## src/rtl/phy_mgmt_pkg.sv

```systemverilog
package phy_mgmt_pkg;
  localparam int REG_AW = 5;
  localparam int DATA_W = 16;

  localparam logic [REG_AW-1:0] ADDR_CTRL   = 5'd0;
  localparam logic [REG_AW-1:0] ADDR_STATUS = 5'd1;
  localparam logic [REG_AW-1:0] ADDR_MSCTL  = 5'd9;
  localparam logic [REG_AW-1:0] ADDR_MSSTAT = 5'd10;
  localparam logic [REG_AW-1:0] ADDR_RXERR  = 5'd21;

  typedef struct packed {
    logic rdStatus;
    logic rdMsStat;
    logic rdRxErr;
    logic anEnRise;
  } strobes_t;
endpackage

```

## src/rtl/sat_clr_counter.sv

```systemverilog
module sat_clr_counter #(
  parameter int W = 8
) (
  input  logic         clk,
  input  logic         rstN,
  input  logic         clr,
  input  logic         inc,
  output logic [W-1:0] cnt
);
  localparam logic [W-1:0] MAXV = '1;

  always_ff @(posedge clk or negedge rstN) begin
    if (!rstN)
      cnt <= '0;
    else if (clr)
      cnt <= W'(inc);
    else if (inc && cnt != MAXV)
      cnt <= cnt + 1'b1;
  end
endmodule

```

## src/rtl/phy_mgmt_ctrl.sv

```systemverilog
module phy_mgmt_ctrl
  import phy_mgmt_pkg::*;
(
  input  logic              clk,
  input  logic              rstN,
  input  logic [REG_AW-1:0] regAddr,
  input  logic              wrEn,
  input  logic [DATA_W-1:0] wrData,
  input  logic              rdEn,
  output logic [DATA_W-1:0] ctrlWord,
  output logic [DATA_W-1:0] msCtlWord,
  output strobes_t          strb,
  output logic              swResetPulse,
  output logic              restartAnPulse
);
  logic swRstBit, restartBit, loopback, speedLsb, anEnable, powerDown;
  logic isolate, duplex, colTest, speedMsb, anEnPrev;
  logic [2:0] testMode;
  logic msManual, msValue, portType, advFd, advHd;
  logic wrCtrl, wrMs;
  logic unusedWrBits;

  assign wrCtrl = wrEn && (regAddr == ADDR_CTRL);
  assign wrMs   = wrEn && (regAddr == ADDR_MSCTL);
  assign unusedWrBits = ^{wrData[5:0], wrData[7:6]};

  always_ff @(posedge clk or negedge rstN) begin
    if (!rstN) begin
      swRstBit <= 1'b0; restartBit <= 1'b0; loopback <= 1'b0; speedLsb <= 1'b0;
      anEnable <= 1'b1; powerDown <= 1'b0; isolate <= 1'b0; duplex <= 1'b1;
      colTest <= 1'b0; speedMsb <= 1'b1; anEnPrev <= 1'b1;
      testMode <= 3'b000; msManual <= 1'b0; msValue <= 1'b1; portType <= 1'b1;
      advFd <= 1'b1; advHd <= 1'b0;
    end else begin
      anEnPrev <= anEnable;
      if (swRstBit) begin
        swRstBit <= 1'b0; restartBit <= 1'b0; loopback <= 1'b0; speedLsb <= 1'b0;
        anEnable <= 1'b1; powerDown <= 1'b0; isolate <= 1'b0; duplex <= 1'b1;
        colTest <= 1'b0; speedMsb <= 1'b1; testMode <= 3'b000;
      end else begin
        restartBit <= 1'b0;
        if (wrCtrl) begin
          swRstBit   <= wrData[15];
          loopback   <= wrData[14];
          speedLsb   <= wrData[13];
          anEnable   <= wrData[12];
          powerDown  <= wrData[11];
          isolate    <= wrData[10];
          restartBit <= wrData[9];
          duplex     <= wrData[8];
          colTest    <= wrData[7];
          speedMsb   <= wrData[6];
        end
        if (wrMs) begin
          testMode <= wrData[15:13];
          msManual <= wrData[12];
          msValue  <= wrData[11];
          portType <= wrData[10];
          advFd    <= wrData[9];
          advHd    <= wrData[8];
        end
      end
    end
  end

  assign ctrlWord  = {swRstBit, loopback, speedLsb, anEnable, powerDown, isolate,
                      restartBit, duplex, colTest, speedMsb, 6'b0};
  assign msCtlWord = {testMode, msManual, msValue, portType, advFd, advHd, 8'b0};

  assign strb.rdStatus = rdEn && (regAddr == ADDR_STATUS);
  assign strb.rdMsStat = rdEn && (regAddr == ADDR_MSSTAT);
  assign strb.rdRxErr  = rdEn && (regAddr == ADDR_RXERR);
  assign strb.anEnRise = anEnable && !anEnPrev;

  assign swResetPulse   = swRstBit;
  assign restartAnPulse = restartBit;
endmodule

```

## src/rtl/phy_mgmt_stat.sv

```systemverilog
module phy_mgmt_stat
  import phy_mgmt_pkg::*;
#(
  parameter int RXERR_W    = 16,
  parameter int IDLE_W     = 8,
  parameter int FAIL_LIMIT = 7
) (
  input  logic               clk,
  input  logic               rstN,
  input  strobes_t           strb,
  input  logic               linkUp,
  input  logic               remoteFaultIn,
  input  logic               jabberIn,
  input  logic               anCompleteIn,
  input  logic               rxErrPulse,
  input  logic               idleErrPulse,
  input  logic               msFailPulse,
  input  logic               msRoleConflict,
  output logic               linkLatch,
  output logic               rfLatch,
  output logic               jabLatch,
  output logic               cfgFault,
  output logic [RXERR_W-1:0] rxErrCnt,
  output logic [IDLE_W-1:0]  idleErrCnt
);
  localparam int CNT_W = $clog2(FAIL_LIMIT + 1);
  localparam logic [CNT_W-1:0] LIMIT_V = CNT_W'(FAIL_LIMIT);
  localparam logic [CNT_W-1:0] LAST_V  = CNT_W'(FAIL_LIMIT - 1);

  logic [CNT_W-1:0] failCnt;
  logic faultSet, faultClr, cntClr;

  always_ff @(posedge clk or negedge rstN) begin
    if (!rstN) begin
      linkLatch <= 1'b0;
      rfLatch   <= 1'b0;
      jabLatch  <= 1'b0;
    end else if (strb.rdStatus) begin
      linkLatch <= linkUp;
      rfLatch   <= remoteFaultIn;
      jabLatch  <= jabberIn;
    end else begin
      linkLatch <= linkLatch & linkUp;
      rfLatch   <= rfLatch | remoteFaultIn;
      jabLatch  <= jabLatch | jabberIn;
    end
  end

  assign cntClr   = anCompleteIn || strb.anEnRise;
  assign faultSet = msRoleConflict || (msFailPulse && failCnt == LAST_V);
  assign faultClr = strb.rdMsStat || cntClr;

  always_ff @(posedge clk or negedge rstN) begin
    if (!rstN) begin
      failCnt  <= '0;
      cfgFault <= 1'b0;
    end else begin
      if (cntClr)
        failCnt <= '0;
      else if (msFailPulse && failCnt != LIMIT_V)
        failCnt <= failCnt + 1'b1;
      if (faultSet)
        cfgFault <= 1'b1;
      else if (faultClr)
        cfgFault <= 1'b0;
    end
  end

  sat_clr_counter #(.W(RXERR_W)) u_rxErr (
    .clk(clk), .rstN(rstN), .clr(strb.rdRxErr), .inc(rxErrPulse), .cnt(rxErrCnt)
  );

  sat_clr_counter #(.W(IDLE_W)) u_idleErr (
    .clk(clk), .rstN(rstN), .clr(strb.rdMsStat), .inc(idleErrPulse), .cnt(idleErrCnt)
  );
endmodule

```

## src/rtl/phy_mgmt_regs.sv

```systemverilog
module phy_mgmt_regs
  import phy_mgmt_pkg::*;
#(
  parameter int RXERR_W    = 16,
  parameter int IDLE_W     = 8,
  parameter int FAIL_LIMIT = 7
) (
  input  logic              clk,
  input  logic              rstN,
  input  logic [REG_AW-1:0] regAddr,
  input  logic              wrEn,
  input  logic [DATA_W-1:0] wrData,
  input  logic              rdEn,
  output logic [DATA_W-1:0] rdData,
  input  logic              linkUp,
  input  logic              remoteFaultIn,
  input  logic              jabberIn,
  input  logic              anCompleteIn,
  input  logic              rxErrPulse,
  input  logic              idleErrPulse,
  input  logic              msFailPulse,
  input  logic              msRoleConflict,
  output logic              swResetPulse,
  output logic              restartAnPulse
);
  strobes_t strb;
  logic [DATA_W-1:0] ctrlWord, msCtlWord;
  logic linkLatch, rfLatch, jabLatch, cfgFault;
  logic [RXERR_W-1:0] rxErrCnt;
  logic [IDLE_W-1:0]  idleErrCnt;

  phy_mgmt_ctrl u_ctrl (
    .clk(clk), .rstN(rstN), .regAddr(regAddr), .wrEn(wrEn), .wrData(wrData),
    .rdEn(rdEn), .ctrlWord(ctrlWord), .msCtlWord(msCtlWord), .strb(strb),
    .swResetPulse(swResetPulse), .restartAnPulse(restartAnPulse)
  );

  phy_mgmt_stat #(.RXERR_W(RXERR_W), .IDLE_W(IDLE_W), .FAIL_LIMIT(FAIL_LIMIT)) u_stat (
    .clk(clk), .rstN(rstN), .strb(strb), .linkUp(linkUp),
    .remoteFaultIn(remoteFaultIn), .jabberIn(jabberIn), .anCompleteIn(anCompleteIn),
    .rxErrPulse(rxErrPulse), .idleErrPulse(idleErrPulse), .msFailPulse(msFailPulse),
    .msRoleConflict(msRoleConflict), .linkLatch(linkLatch), .rfLatch(rfLatch),
    .jabLatch(jabLatch), .cfgFault(cfgFault), .rxErrCnt(rxErrCnt), .idleErrCnt(idleErrCnt)
  );

  always_comb begin
    case (regAddr)
      ADDR_CTRL:   rdData = ctrlWord;
      ADDR_STATUS: rdData = {7'b0, 1'b1, 1'b0, 1'b1, anCompleteIn, rfLatch,
                             1'b1, linkLatch, jabLatch, 1'b1};
      ADDR_MSCTL:  rdData = msCtlWord;
      ADDR_MSSTAT: rdData = {cfgFault, {(DATA_W-1-IDLE_W){1'b0}}, idleErrCnt};
      ADDR_RXERR:  rdData = DATA_W'(rxErrCnt);
      default:     rdData = '0;
    endcase
  end
endmodule

```

## config.mk

```make
export PLATFORM = sky130hd
export DESIGN_NAME = phy_mgmt_regs
export DESIGN_NICKNAME = d
export VERILOG_FILES = /design/src/rtl/phy_mgmt_pkg.sv /design/src/rtl/sat_clr_counter.sv /design/src/rtl/phy_mgmt_ctrl.sv /design/src/rtl/phy_mgmt_stat.sv /design/src/rtl/phy_mgmt_regs.sv
export SDC_FILE = /design/constraint.sdc
export NUM_CORES = 1
export LEC_CHECK = 0
export BUFFER_PORTS_ARGS = -buffer_cell sky130_fd_sc_hd__buf_2
export CAP_MARGIN = 10
export CORE_MARGIN = 2
export CORE_UTILIZATION = 55
export CTS_CLUSTER_SIZE = 8
export DETAILED_ROUTE_END_ITERATION = 8
export PLACE_DENSITY = 0.87
export SLEW_MARGIN = 20
export SYNTH_ARGS = -nofsm -noshare
export SYNTH_HDL_FRONTEND = slang
export SYNTH_SLANG_ARGS = --single-unit
```

## constraint.sdc

```tcl
create_clock -name clk -period 4 [get_ports clk]
set_input_delay 0.2 -clock clk [delete_from_list [all_inputs] [get_ports clk]]
set_output_delay 0.2 -clock clk [all_outputs]
set_load 0.05 [all_outputs]
```

==> metrics.csv, run 1 <==
stage,metric,value,unit
grt,Overall Global Routing Usage,26.7,%
floorplan,IO Pins,51,
grt,initial antenna violation count,0,
timing,Final Setup Violations,0,
floorplan,DIE AREA,5630,µm²
placement,Post-DP HPWL,4.74,mm
power_and_ir_drop,sw frac,31.5,%
timing,RSZ-0062 raised after global routing,no,
clocking,clk buf depth,2,
status,status,"complete, but fails checks",
clocking,CTS tree,yes,
grt,first-pass GRT wire length,11.5,mm
clocking,clk sink count,50,
synth,Post-synth ARST share,100,%
power_and_ir_drop,Logic pwr share,17.1,%
power_and_ir_drop,Switching Power,0.000408,W
timing,final hold violations,2,
clocking,clk_lat worst skew,300,ps
floorplan,CORE AREA,4790,µm²
setup_path,Slowest cell on crit path,and2_1,
synth,"Net Count, Synth",325,
timing,Final TNS setup,0,ps
setup_path,CP startpoint kind,input port,
hold_path,worst min path class,in2async,
placement,worst slack at placement,1820,ps
synth,Main synth FF type,dfrtp_1,
layout,"commonest non-fill, non-tap cell in the layout",buf_2,
clocking,Num CTS Buffers,5,
drt,Avg WL per Cell,17.3,µm
timing,Relative slew margins,53.9,%
timing,fmax,0.451,GHz
grt,total global routing overflow,0,
synth,Ys Warns,0,
synth,sequential share of the synthesized area,45.4,%
power_and_ir_drop,Flop pwr share,55.5,%
synth,Synth cell types,57,
grt,pin count of the biggest net entering global routing,51,
timing,final worst path period need,2220,ps
timing,worst hold slack,-3.10,ps
placement,Port Buffer Count,44,
drt,vias,2519,
synth,post-synthesis sequential element count,50,
setup_path,crit-path max cell delay,650,ps
setup_path,type of destination of the critical path,output port,
drt,drt pass-1 iters,6,
setup_path,kind of critical path,in2out,
clocking,Post-CTS Setup Inserts,0,
clocking,clock-pin slew on the worst setup and hold paths,90,ps
status,failing checks,negative hold slack,
layout,number of diodes,0,
power_and_ir_drop,Internal Power,0.000887,W
drt,Vias/cell,6.38,
layout,Area Growth Syn to Fin,12.5,%
power_and_ir_drop,Clock power frac,27.4,%
synth,Post-synth EDFFs,0,
power_and_ir_drop,Max IR drop VDD,272,µV
layout,"Net count, final",365,
power_and_ir_drop,Pwr Density,415,nW/µm²
clocking,CTS resizes,0,
synth,Mean Syn Cell Area,9.67,µm²
setup_path,Worst EP required,3800,ps
drt,ANT nets after route,0,
floorplan,# rows,25,
floorplan,Die Ht,75.1,µm
synth,Syn Inst Count,287,
floorplan,Die Width,75.1,µm
setup_path,crit-path max FO,20,
flow_run,Max-Cap Viols,0,
drt,Iter 0 DRT Violations,414,
setup_path,CP cell instances,buf_2 -> nor3_1 -> and2_1 -> a22o_1 -> a211o_1 -> buf_2,
timing,Max Slew Vio Count,0,
clocking,cts hold-fix bufs,0,
synth,Mapped Area,2780,µm²
timing,Setup WS post-layout,1780,ps
drt,routed wire length,6.83,mm
timing,final period utilization,55.5,%
setup_path,Worst path most repeated cell,buf_2,
layout,"commonest non-fill, non-tap cells in the layout","buf_2 (44), dfrtp_1 (43), nand3_1 (25)",
setup_path,crit path DAT,2020,ps
power_and_ir_drop,P_leak,1.48,nW
clocking,H-tree levels,2,
power_and_ir_drop,overall power,0.00130,W
grt,vias in the first global route,2449,
layout,layout cells sized above 1,22.9,%
drt,drt drc,0,
timing,Worst Max-Slew Pin Slew,691,ps
timing,clock skew,3.58,ps
clocking,Root Buffer,clkbuf_8,
floorplan,Initial Utilization,58.0,%
placement,routability congestion estimate,0.940,
-- flip-flops by register name (all words and copies together) (netlist names), 3 cells and up --
register              cells
u_stat.u_rxErr.cnt       16
u_stat.u_idleErr.cnt      8
u_ctrl.testMode           3
u_stat.failCnt            3
-- cells in the mapped netlist, drive strengths merged (2+ instances only) --
| library cell | number | area share, % |
|---|---|---|
| o31ai | 2 | 0.54 |
| and4 | 5 | 1.7 |
| nand4 | 10 | 3.0 |
| a221o | 3 | 1.1 |
| ha | 5 | 2.3 |
| nand3b | 3 | 0.81 |
| dfrtp | 43 | 39 |
| nor3 | 5 | 0.90 |
| o41ai | 4 | 1.9 |
| and3 | 7 | 1.6 |
| mux2 | 5 | 2.0 |
| or4b | 2 | 0.72 |
| or3 | 7 | 1.7 |
| mux2i | 2 | 0.72 |
| a21o | 3 | 0.81 |
| dfstp | 7 | 6.6 |
| xor2 | 4 | 1.3 |
| nor2 | 18 | 2.5 |
| a21oi | 19 | 3.4 |
| and2 | 6 | 1.4 |
| o211ai | 5 | 1.4 |
| nor2b | 2 | 0.45 |
| or4 | 2 | 0.54 |
| a222oi | 12 | 4.3 |
| inv | 17 | 2.3 |
| nand2 | 24 | 3.2 |
| nor4 | 2 | 0.45 |
| buf | 6 | 1.4 |
| a31oi | 2 | 0.45 |
| o21ai | 12 | 2.2 |
| clkbuf | 6 | 1.2 |
| nand3 | 26 | 4.9 |
-- metal layers --
layer | vias up | part of all wire [%] | track usage [%]
li1 | 1164 | - | -
met1 | 1239 | 43 | 37.3
met2 | 110 | 49 | 42.1
met3 | 6 | 7.2 | 5.76
met4 | 0 | 0.86 | 7.74
met5 | - | 0 | 0
-- path summary, 6_finish.rpt --
kind,startpoint,to,slack (ps),cells after the start
min in group clk,remoteFaultIn,u_stat.rfLatch,70,2
max reg2reg,u_stat.u_rxErr.cnt[0],u_stat.u_rxErr.cnt[6],2070,5
max,regAddr[4],rdData[6],1780,6
min,rstN,u_stat.u_rxErr.cnt[11],-3,2
min reg2reg,u_ctrl.anEnable,u_ctrl.anEnPrev,400,0
max in group asynchronous,rstN,u_stat.linkLatch,3590,2
-- layout make-up --
type                            instances  area, µm²
Clock buffer                            7       76.3
Clock inverter                          1       30.0
Fill cell                             394       1660
Inverter                               17       63.8
Multi-Input combinational cell        208       1380
Sequential cell                        50       1260
Tap cell                               67       83.8
Timing Repair Buffer                   45        228
-- critical path: cells and delay by family --
| family | cells | cell delay [ps] |
|---|---|---|
| AOI/OAI and AO/OA | 2 | 370 |
| buffers and inverters | 2 | 390 |
| and+or+nand+nor | 2 | 1040 |
-- cell families after synthesis --
kind of cell / after synthesis / synth area share (%)
AND/OR/NAND/NOR: 123 / 25.1
AO/OA/AOI/OAI: 68 / 18.0
flip-flops: 50 / 45.4
buffers and inverters: 29 / 4.87
multiplexers: 7 / 2.75
XOR/XNOR: 5 / 1.58
adder cells (fa/ha/maj): 5 / 2.25
-- power groups by stage --
stage	sequential (W)	combinational, W	clock, W
after CTS	0.000715	0.000223	0.000354
final	0.000719	0.000222	0.000355
after floorplan	0.000683	0.000175	0
after global placement	0.000721	0.000207	0
after detailed placement	0.000725	0.000220	0
after global routing	0.000734	0.000250	0.000376
-- stage by stage --
| step | cells | hold slack [ps] | instance area, µm² | utilization, % |
|---|---|---|---|---|
| 6_report | 395 | -3.10 | 3120 | 65.3 |
| 5_1_grt | 395 | 46.1 | 3120 | 65.3 |
| 4_1_cts | 395 | 23.6 | 3120 | 65.3 |
| 3_5_place_dp | 387 | 345 | 3020 | 63.0 |
| 3_3_place_gp | 387 | 343 | 3020 | 63.0 |
| 2_1_floorplan | 287 | -95.6 | 2780 | - |
Note: power is estimated with default switching activity, not from simulation.
==> run 2, diff against run 1 <==
--- a/config.mk
+++ b/config.mk
@@ -8,10 +8,10 @@
 export BUFFER_PORTS_ARGS = -buffer_cell sky130_fd_sc_hd__buf_2
 export CAP_MARGIN = 10
 export CORE_MARGIN = 2
-export CORE_UTILIZATION = 55
+export CORE_UTILIZATION = 50
 export CTS_CLUSTER_SIZE = 8
 export DETAILED_ROUTE_END_ITERATION = 8
-export PLACE_DENSITY = 0.87
+export PLACE_DENSITY = 0.84
 export SLEW_MARGIN = 20
 export SYNTH_ARGS = -nofsm -noshare
 export SYNTH_HDL_FRONTEND = slang
==> constraint.sdc (replaced) <==
create_clock -name clk -period 2 [get_ports clk]
set_input_delay 0.1 -clock clk [delete_from_list [all_inputs] [get_ports clk]]
set_output_delay 0.1 -clock clk [all_outputs]
set_load 0.05 [all_outputs]
==> run 2 against run 1 <==
The flow now finishes without violations. Sequential cell count unchanged. Wire length decreased by 2.3%. Critical path depth decreased by 2. Clock skew increased by 5.5 ps. Sequential share of layout area decreased by 1.4 points. Worst hold slack improved by 5.3 ps. Power increased by 100%. Core utilization decreased by 5.8 points. Critical path type is now reg2reg. Largest cell class unchanged.
==> metrics.csv, run 2 (synthesized netlist as in run 1, its figures left out) <==
stage,metric,value,unit,change
layout,largest reg by FF count,u_stat.u_rxErr.cnt,,
hold_path,worst min path class,in2reg,,
setup_path,CP startpoint kind,register,,
floorplan,IO Pins,51,,unchanged
setup_path,crit path DAT,2040,ps,+20 ps
clocking,CTS tree,yes,,
clocking,CTS resizes,0,,unchanged
drt,ANT nets after route,0,,unchanged
drt,Vias/cell,6.21,,-2.6%
clocking,clk buf depth,2,,unchanged
power_and_ir_drop,Max IR drop VDD,584,µV,+110%
timing,final hold violations,0,,-2
placement,routability congestion estimate,0.829,,-12%
grt,pin count of the biggest net entering global routing,29,,-43%
timing,worst hold slack,2.20,ps,+5.30 ps
timing,clock skew,9.09,ps,+5.51 ps
placement,Post-DP HPWL,4.86,mm,+2.6%
timing,Worst Max-Slew Pin Slew,544,ps,-147 ps
floorplan,CORE AREA,5440,µm²,+14%
layout,max FFs per register,16,,unchanged
floorplan,Initial Utilization,51.0,%,-7.0 points
setup_path,Worst EP required,2190,ps,-1610 ps
timing,Relative slew margins,63.3,%,+9.4 points
clocking,Num CTS Buffers,5,,unchanged
drt,routed wire length,6.68,mm,-2.3%
floorplan,Die Width,78.5,µm,+4.6%
floorplan,# rows,27,,+8.0%
layout,Largest regs,"u_stat.u_rxErr.cnt: 16 flops, u_stat.u_idleErr.cnt: 8 flops",,
grt,total global routing overflow,0,,unchanged
placement,placed cells,400,,+3.4%
layout,Area Growth Syn to Fin,16.5,%,
setup_path,kind of critical path,reg2reg,,
floorplan,Die Ht,78.5,µm,+4.6%
layout,layout cells sized above 1,24.8,%,+1.9 points
drt,drt drc,0,,unchanged
flow_run,Max-Cap Viols,0,,unchanged
setup_path,type of destination of the critical path,register,,
timing,Max Slew Vio Count,0,,unchanged
layout,Post-Layout Cell Count,411,,+4.1%
timing,Final Setup Violations,0,,unchanged
clocking,H-tree levels,2,,unchanged
grt,Overall Global Routing Usage,22.9,%,-3.8 points
timing,final worst path period need,1850,ps,
clocking,clock-pin slew on the worst setup and hold paths,90,ps,about the same
layout,"Net count, final",376,,+3.0%
status,status,finished clean,,
placement,Port Buffer Count,44,,unchanged
drt,Iter 0 DRT Violations,164,,-60%
power_and_ir_drop,P_leak,1.54,nW,+4.0%
power_and_ir_drop,Pwr Density,801,nW/µm²,+93%
drt,vias,2552,,+1.3%
clocking,clk sink count,50,,unchanged
placement,DP Area,3100,µm²,+2.6%
grt,first-pass GRT wire length,11.3,mm,-1.5%
timing,Final TNS setup,0,ps,unchanged
setup_path,crit-path max FO,10,,-50%
floorplan,DIE AREA,6160,µm²,+9.4%
timing,RSZ-0062 raised after global routing,no,,
timing,final period utilization,92.6,%,
layout,Final Instance Area,3240,µm²,+3.6%
drt,drt pass-1 iters,5,,-1
timing,fmax,0.540,GHz,
grt,initial antenna violation count,0,,unchanged
clocking,clk_lat worst skew,310,ps,about the same
layout,"commonest non-fill, non-tap cell in the layout",buf_2,,
drt,Avg WL per Cell,16.2,µm,-6.1%
layout,"commonest non-fill, non-tap cells in the layout","buf_2 (44), dfrtp_1 (43), nand3_1 (25)",,
grt,vias in the first global route,2386,,-2.6%
clocking,Root Buffer,clkbuf_8,,
layout,number of diodes,0,,unchanged
-- run 2: cell types whose count changed in the layout (fill, tap and decap cells not counted), sizes merged --
cell,delta
buf,+8
dlygate4sd3,+3
clkbuf,-1
clkinvlp,+1
-- run 2: metrics by stage --
stage | setup slack [ps] | total power (W) | utilization (%)
floorplan | 350 | 0.00172 | -
global placement | 210 | 0.00186 | 56.9
global route | 11.9 | 0.00274 | 59.5
finish | 148 | 0.00259 | 59.5
detailed placement | 133 | 0.00189 | 56.9
CTS | 144 | 0.00259 | 59.5
-- run 2: layout make-up --
cell class,count,area [µm²]
repair buffers,56,330
clock buffers,6,72.6
well taps,72,90.1
flip-flops and latches,50,1260
multi-input cells,208,1380
clock inverters,2,37.5
inverters,17,63.8
fillers,468,2200
-- run 2: worst max-delay path, stage by stage (launching register included) --
cell and delay (ps):
dfrtp_1 490, nand4_1 310, o41ai_4 660, or3_2 220
a21oi_1 60
-- run 2: final timing paths --
check | cells past startpoint | slack, ps | end | from
max in group asynchronous | 3 | 1060 | u_ctrl.anEnPrev | rstN
max reg2reg | 4 | 150 | u_stat.u_rxErr.cnt[6] | u_stat.u_rxErr.cnt[12]
min in group asynchronous | 2 | 330 | u_stat.u_rxErr.cnt[10] | rstN
max | 4 | 150 | u_stat.u_rxErr.cnt[6] | u_stat.u_rxErr.cnt[12]
min | 3 | 2 | u_stat.cfgFault | msRoleConflict
min reg2reg | 0 | 400 | u_ctrl.anEnPrev | u_ctrl.anEnable
-- run 2: repair_timing --
| action | in CTS | in global routing |
|---|---|---|
| hold buffers | 3 | 0 |
| hold endpoints to repair | 24 | 0 |
| buffers inserted | 0 | 0 |
| endpoints found under the setup margin | 0 | 3 |
-- run 2: metal layers --
metal  routed length [µm]  vias to the layer above  GRT usage, %
li1                     -                     1197             -
met1                 2940                     1255          31.3
met2                 3280                       92          37.7
met3                  384                        8          3.79
met4                   67                        0          6.49
met5                    0                        -             0
-- run 2: where the power goes --
part / leakage (nW) / switching [W] / internal (W) / total [W]
combinational: 0.857 / 0.000246 / 0.000197 / 0.000444
sequential: 0.631 / 0.000226 / 0.00121 / 0.00144
clock: 0.0514 / 0.000338 / 0.000373 / 0.000711
